[src/rtl/spr_sup_pkg.sv]
package spr_sup_pkg;

    localparam int XLEN        = 32;
    localparam int NUM_SCRATCH = 4;
    localparam int GP_CNT      = 2 + NUM_SCRATCH;
    localparam int GP_IDX_W    = $clog2(GP_CNT);

    localparam logic [9:0] NUM_FSTAT  = 10'd18;
    localparam logic [9:0] NUM_FADDR  = 10'd19;
    localparam logic [9:0] NUM_DEC    = 10'd22;
    localparam logic [9:0] NUM_SAVE0  = 10'd26;
    localparam logic [9:0] NUM_SAVE1  = 10'd27;
    localparam logic [9:0] NUM_SCR0   = 10'd272;
    localparam logic [9:0] NUM_TBLO   = 10'd284;
    localparam logic [9:0] NUM_TBHI   = 10'd285;
    localparam logic [9:0] NUM_VER    = 10'd287;

    typedef enum logic [2:0] {
        SEL_NONE, SEL_FSTAT, SEL_FADDR, SEL_DEC,
        SEL_GP, SEL_TBLO, SEL_TBHI, SEL_VER
    } spr_sel_e;

    typedef enum logic [1:0] {
        FK_BUS   = 2'b00,
        FK_MMU   = 2'b01,
        FK_ALIGN = 2'b10,
        FK_RSVD  = 2'b11
    } fault_kind_e;

    typedef struct packed {
        spr_sel_e              sel;
        logic [GP_IDX_W-1:0]   gp_idx;
    } spr_dec_t;

    typedef struct packed {
        logic                  valid;
        fault_kind_e           kind;
        logic [XLEN-1:0]       ea;
        logic [XLEN-1:0]       mmu;
        logic [XLEN-1:0]       align;
    } fault_rpt_t;

    // The field carries the number's halves swapped.
    function automatic logic [9:0] spr_number(input logic [9:0] field);
        return {field[4:0], field[9:5]};
    endfunction

endpackage

[src/rtl/spr_sup_decode.sv]
module spr_sup_decode
    import spr_sup_pkg::*;
(
    input  logic [9:0] spr_field,
    output spr_dec_t   dec
);
    logic [9:0] num;

    always_comb begin
        num        = spr_number(spr_field);
        dec.sel    = SEL_NONE;
        dec.gp_idx = '0;
        if (num >= NUM_SCR0 && num < NUM_SCR0 + 10'(NUM_SCRATCH)) begin
            dec.sel    = SEL_GP;
            dec.gp_idx = GP_IDX_W'(num - NUM_SCR0 + 10'd2);
        end else begin
            case (num)
                NUM_FSTAT: dec.sel = SEL_FSTAT;
                NUM_FADDR: dec.sel = SEL_FADDR;
                NUM_DEC:   dec.sel = SEL_DEC;
                NUM_SAVE0: begin dec.sel = SEL_GP; dec.gp_idx = GP_IDX_W'(0); end
                NUM_SAVE1: begin dec.sel = SEL_GP; dec.gp_idx = GP_IDX_W'(1); end
                NUM_TBLO:  dec.sel = SEL_TBLO;
                NUM_TBHI:  dec.sel = SEL_TBHI;
                NUM_VER:   dec.sel = SEL_VER;
                default:   dec.sel = SEL_NONE;
            endcase
        end
    end
endmodule

[src/rtl/spr_sup_gp_bank.sv]
module spr_sup_gp_bank
    import spr_sup_pkg::*;
(
    input  logic                          clk,
    input  logic                          rst,
    input  logic                          we,
    input  logic [GP_IDX_W-1:0]           idx,
    input  logic [XLEN-1:0]               wdata,
    output logic [GP_CNT-1:0][XLEN-1:0]   regs_q
);
    for (genvar g = 0; g < GP_CNT; g++) begin : g_reg
        always_ff @(posedge clk) begin
            if (rst)
                regs_q[g] <= '0;
            else if (we && idx == GP_IDX_W'(g))
                regs_q[g] <= wdata;
        end
    end

    // a register not addressed by a write keeps its value
    p_unaddressed_hold_r2: assert property (@(posedge clk) disable iff (rst)
        (!we || idx != '0) |=> $stable(regs_q[0]));
endmodule

[src/rtl/spr_sup_fault_capture.sv]
module spr_sup_fault_capture
    import spr_sup_pkg::*;
(
    input  logic             clk,
    input  logic             rst,
    input  fault_rpt_t       rpt,
    input  logic             instr_done,
    input  logic             sw_faddr_we,
    input  logic             sw_fstat_we,
    input  logic [XLEN-1:0]  sw_data,
    output logic [XLEN-1:0]  faddr_q,
    output logic [XLEN-1:0]  fstat_q
);
    logic first_q;
    logic take;

    assign take = rpt.valid && !first_q;

    always_ff @(posedge clk) begin
        if (rst) begin
            first_q <= 1'b0;
            faddr_q <= '0;
            fstat_q <= '0;
        end else begin
            first_q <= instr_done ? 1'b0 : (first_q | take);
            if (take)
                faddr_q <= rpt.ea;
            else if (sw_faddr_we)
                faddr_q <= sw_data;
            if (take && rpt.kind == FK_MMU)
                fstat_q <= rpt.mmu;
            else if (take && rpt.kind == FK_ALIGN)
                fstat_q <= rpt.align;
            else if (sw_fstat_we)
                fstat_q <= sw_data;
        end
    end

    p_fault_loads_addr_r4: assert property (@(posedge clk) disable iff (rst)
        take |=> faddr_q == $past(rpt.ea));

    p_later_fault_dropped_r5: assert property (@(posedge clk) disable iff (rst)
        (first_q && !sw_faddr_we) |=> $stable(faddr_q));

    p_capture_beats_write_r11: assert property (@(posedge clk) disable iff (rst)
        (take && sw_faddr_we) |=> faddr_q == $past(rpt.ea));
endmodule

[src/rtl/spr_sup_file.sv]
module spr_sup_file
    import spr_sup_pkg::*;
#(
    parameter logic [31:0] PVR_VALUE = 32'h0050_0000
) (
    input  logic        clk,
    input  logic        rst,
    input  logic [9:0]  spr_field,
    input  logic        spr_rd_en,
    input  logic        spr_wr_en,
    input  logic [31:0] spr_wr_data,
    output logic [31:0] spr_rd_data,
    output logic        emu_exc,
    input  logic        lsu_fault_valid,
    input  logic [1:0]  lsu_fault_kind,
    input  logic [31:0] lsu_fault_ea,
    input  logic [31:0] mmu_status,
    input  logic [31:0] align_info,
    input  logic        instr_done,
    input  logic [31:0] dec_value,
    output logic        dec_wr,
    output logic        tbl_wr,
    output logic        tbu_wr
);
    spr_dec_t                     dec;
    fault_rpt_t                   rpt;
    logic                         wr_ok;
    logic                         bad_rd;
    logic [GP_CNT-1:0][XLEN-1:0]  gp_q;
    logic [XLEN-1:0]              faddr_q;
    logic [XLEN-1:0]              fstat_q;

    spr_sup_decode u_dec (
        .spr_field (spr_field),
        .dec       (dec)
    );

    always_comb begin
        rpt.valid = lsu_fault_valid;
        rpt.kind  = fault_kind_e'(lsu_fault_kind);
        rpt.ea    = lsu_fault_ea;
        rpt.mmu   = mmu_status;
        rpt.align = align_info;
    end

    assign bad_rd  = spr_rd_en && (dec.sel == SEL_NONE || dec.sel == SEL_TBLO
                                   || dec.sel == SEL_TBHI);
    assign emu_exc = bad_rd || (spr_wr_en && dec.sel == SEL_NONE);
    assign wr_ok   = spr_wr_en && dec.sel != SEL_NONE && dec.sel != SEL_VER;
    assign dec_wr  = wr_ok && dec.sel == SEL_DEC;
    assign tbl_wr  = wr_ok && dec.sel == SEL_TBLO;
    assign tbu_wr  = wr_ok && dec.sel == SEL_TBHI;

    spr_sup_gp_bank u_bank (
        .clk    (clk),
        .rst    (rst),
        .we     (wr_ok && dec.sel == SEL_GP),
        .idx    (dec.gp_idx),
        .wdata  (spr_wr_data),
        .regs_q (gp_q)
    );

    spr_sup_fault_capture u_fault (
        .clk         (clk),
        .rst         (rst),
        .rpt         (rpt),
        .instr_done  (instr_done),
        .sw_faddr_we (wr_ok && dec.sel == SEL_FADDR),
        .sw_fstat_we (wr_ok && dec.sel == SEL_FSTAT),
        .sw_data     (spr_wr_data),
        .faddr_q     (faddr_q),
        .fstat_q     (fstat_q)
    );

    always_comb begin
        spr_rd_data = '0;
        if (spr_rd_en && !bad_rd) begin
            case (dec.sel)
                SEL_FSTAT: spr_rd_data = fstat_q;
                SEL_FADDR: spr_rd_data = faddr_q;
                SEL_DEC:   spr_rd_data = dec_value;
                SEL_GP:    spr_rd_data = gp_q[dec.gp_idx];
                SEL_VER:   spr_rd_data = PVR_VALUE;
                default:   spr_rd_data = '0;
            endcase
        end
    end

    p_illegal_no_data_r8: assert property (@(posedge clk) disable iff (rst)
        emu_exc |-> spr_rd_data == '0);

    p_strobe_onehot_r12: assert property (@(posedge clk) disable iff (rst)
        $onehot0({dec_wr, tbl_wr, tbu_wr}));

    p_version_no_exc_r9: assert property (@(posedge clk) disable iff (rst)
        (spr_wr_en && !spr_rd_en && dec.sel == SEL_VER) |-> !emu_exc);
endmodule

[config.mk]
export PLATFORM = sky130hd
export DESIGN_NAME = spr_sup_file
export DESIGN_NICKNAME = d
export VERILOG_FILES = /design/src/rtl/spr_sup_pkg.sv /design/src/rtl/spr_sup_decode.sv /design/src/rtl/spr_sup_gp_bank.sv /design/src/rtl/spr_sup_fault_capture.sv /design/src/rtl/spr_sup_file.sv
export SDC_FILE = /design/constraint.sdc
export NUM_CORES = 1
export LEC_CHECK = 0
export BUFFER_PORTS_ARGS = -buffer_cell sky130_fd_sc_hd__buf_4
export CELL_PAD_IN_SITES_DETAIL_PLACEMENT = 1
export CELL_PAD_IN_SITES_GLOBAL_PLACEMENT = 2
export CORE_UTILIZATION = 33
export CTS_BUF_LIST = sky130_fd_sc_hd__clkbuf_8 sky130_fd_sc_hd__clkbuf_16
export CTS_CLUSTER_DIAMETER = 50
export CTS_CLUSTER_SIZE = 14
export DETAILED_ROUTE_END_ITERATION = 16
export HOLD_SLACK_MARGIN = 0.12
export PLACE_DENSITY_LB_ADDON = 0.15
export REMOVE_ABC_BUFFERS = 1
export SYNTH_ARGS = -nofsm -noshare
export SYNTH_HDL_FRONTEND = slang
export SYNTH_HIERARCHICAL = 1
export SYNTH_SLANG_ARGS = --single-unit
[constraint.sdc]
create_clock -name clk -period 2.9 [get_ports clk]
set_input_delay 0.58 -clock clk [delete_from_list [all_inputs] [get_ports clk]]
set_output_delay 0.58 -clock clk [all_outputs]
set_load 0.02 [all_outputs]
==> metrics <==
outcome finished with violations; violated checks negative setup slack; Place WS -452.5 ps; fraction of registers with async set/reset 0; Top cell by count, worst path buf_6; clock share of power 0.501; first-pass GRT wire length ~80000 um; mean post-synth cell area approximately 9.7 um^2; highest routed layer met4; clk slew on worst S/H paths 60 ps; metal3 WL ~1600 um; cell area after synthesis between 10000 and 15000 um^2; Tightest Pin Transition 592.2 ps; yosys warns 6; FILL cells roughly 4600; layout cells sized above 1 0.3337; Tmin final 3217 ps; clock root cell clkbuf_16; Main synth FF type dfxtp_1; final worst slack -317.3 ps; setup violators final 35; Vias/cell around 5.3; min-delay worst type input pin to flip-flop; CTS H-Tree Depth 2; most frequent cells in the layout 325 x mux2i_1, 281 x buf_4, 257 x dfxtp_1; register area share after synthesis 0.3614; Switching Fraction 0.2545; Post-DRT Antenna Nets 0; largest net degree at the start of global routing 95; Max VDD drop about 0.3 mV; Yosys reg bits 257; Leak Pwr 0.007854 uW; Die ar. 43970 um^2; critical-path cell list buf_6, nor4_4, buf_4, nand2_4, buf_6, a21oi_4, buf_6, buf_12, mux2_1, a22oi_1, o22ai_2, buf_6; clock tree buffer depth 3; Fin. Hold Viols 0; residual DRC count 0; EDFF count, synth 0; initial drt markers between 500 and 600; slowest stage delay, CP between 300 and 400 ps; initial antenna violation count 0; CTS Buf Count 36; commonest non-fill, non-tap cell in the layout mux2i_1; RSZ-0062 raised after global routing yes; combinational share of power 0.101; met1 WL 24280 um; Cell variety after synth 55; IO buf count between 200 and 250; Total Nets Final about 1900; Tcrit/Tclk final 1.109; boundary pin count around 210; global placement routability congestion between 0.7 and 0.8; skew final about 21 ps; global route total overflow 0; CP Capture Type primary output; Cell Int Power 6831 uW; Die Span Y about 210 um; Post-CTS Hold Fix Bufs 0; vias in the first global route between 10000 and 15000; CP arrival around 2600 ps; Psw around 2300 uW; ant diodes 0; clk_lat worst skew 530 ps; CP required approximately 2300 ps; Power Total around 9200 uW; sequential share of power 0.399; Fmax approximately 0.31 GHz; wire length on met2 roughly 25000 um; CORE AREA approximately 42000 um^2; drt pass-1 iters 5; maximum fanout along the worst path 14; CTS tree yes; total track usage 0.2321; synthesized instance count around 1500; WS Path Type input pin to primary output; wirelength, routed 51820 um; post-detail-place hpwl between 30000 and 40000 um; Final Max Slew Viols 0; initial core utilization 0.3371; CP startpoint kind input pin; relative slew slack 0.6052; via count about 12000; Power Density 463.5 nW/um^2; clock sink count ~260; # rows 75; WL/cell between 20 and 25 um; Max Cap Violations 0; DIE WIDTH ~210 um; Layout area overhead 38.86%; Worst path slowest cell mux2_1
synthesized netlist by cell type (12+ instances only):
| cell type | instances | area share |
|---|---|---|
| a211oi_1 | 64 | 0.034 |
| a21o_1 | 12 | 0.0063 |
| a22oi_1 | 32 | 0.017 |
| a311oi_1 | 12 | 0.0074 |
| a311oi_2 | 20 | 0.021 |
| buf_2 | 46 | 0.016 |
| buf_4 | 12 | 0.0063 |
| clkbuf_1 | 70 | 0.018 |
| dfxtp_1 | 257 | 0.36 |
| mux2_1 | 18 | 0.014 |
| mux2_2 | 12 | 0.0095 |
| mux2i_1 | 341 | 0.24 |
| nand2b_1 | 252 | 0.11 |
| nand4b_1 | 13 | 0.0080 |
| nor2_1 | 108 | 0.028 |
| nor4bb_1 | 12 | 0.0084 |
| o21bai_1 | 21 | 0.011 |
| o22ai_1 | 64 | 0.028 |
critical path: cells and delay by family:
family / cells / cell delay, ps
muxes: 1 / 340
buffers and inverters: 6 / 850
and+or+nand+nor: 2 / 340
AOI/OAI and AO/OA: 3 / 500
per-layer routing:
metal,up-vias,track usage
li1,5854,-
met1,6160,0.3029
met2,209,0.4012
met3,58,0.03397
met4,0,0.05462
met5,-,0
cell type report:
cell class,instances,area (um^2),area share
Inverter,1,3.754,0.0001899
Timing Repair Buffer,383,3717,0.1880
Clock inverter,23,247.7,0.01253
Tap cell,539,674.4,0.03411
Sequential cell,257,5145,0.2603
Clock buffer,42,994.7,0.05032
Multi-Input combinational cell,1056,8986,0.4546
sequential cells by signal, indices dropped and copies added, names as in the netlist:
register / cells
u_bank/regs_q: 192
u_fault/faddr_q: 32
u_fault/fstat_q: 32
u_fault/first_q: 1
kinds of logic (layout without fill, tap and decap cells):
kind of cell,Yosys count,in the layout,synth area share
AO/OA/AOI/OAI,260,260,0.1413
XOR/XNOR,4,4,0.002989
buffers and inverters,148,449,0.05432
flip-flops,257,257,0.3614
multiplexers,371,371,0.2635
AND/OR/NAND/NOR,421,421,0.1765
what timing repair did:
item | in CTS | in global routing
gates resized for setup | 118 | 56
buffers inserted | 28 | 21
pin swaps | 26 | 32
endpoints found under the setup margin | 35 | 36
gates cloned | 0 | 3
hold endpoints to repair | 0 | 0
power groups by stage:
stage,clock network (uW),registers (uW),logic [uW]
floorplan,0,3710,398
detailed placement,0,3730,890
CTS,4690,3650,916
finish,4590,3650,921
global route,4840,3660,985
global placement,0,3720,876
final timing paths:
path / endpoint / cells after the start / start / slack, ps
hold / removal: u_fault/first_q$_SDFF_PP0_ / 2 / instr_done / 250
hold reg to reg: u_bank/regs_q[6]$_SDFFE_PP0P_ / 2 / u_bank/regs_q[6]$_SDFFE_PP0P_ / 470
setup / recovery: spr_rd_data[17] / 12 / spr_field[4] / -320
setup reg to reg: u_fault/faddr_q[23]$_SDFFE_PP0P_ / 4 / u_fault/first_q$_SDFF_PP0_ / 960
metrics by stage:
step,hold WS (ps),utilization,cell area [um^2],cells,TNS [ps]
after floorplan,447.4,-,13470,1314,-1210590
after global placement,457.5,0.4088,17260,2188,-31540
after detailed placement,463.5,0.4088,17260,2188,-41390
after CTS,216.5,0.4567,19280,2278,-7587
after global routing,239.9,0.4681,19770,2301,-11690
final,247.2,0.4681,19770,2301,-7969
No activity file was read; power rests on OpenSTA's default activity.
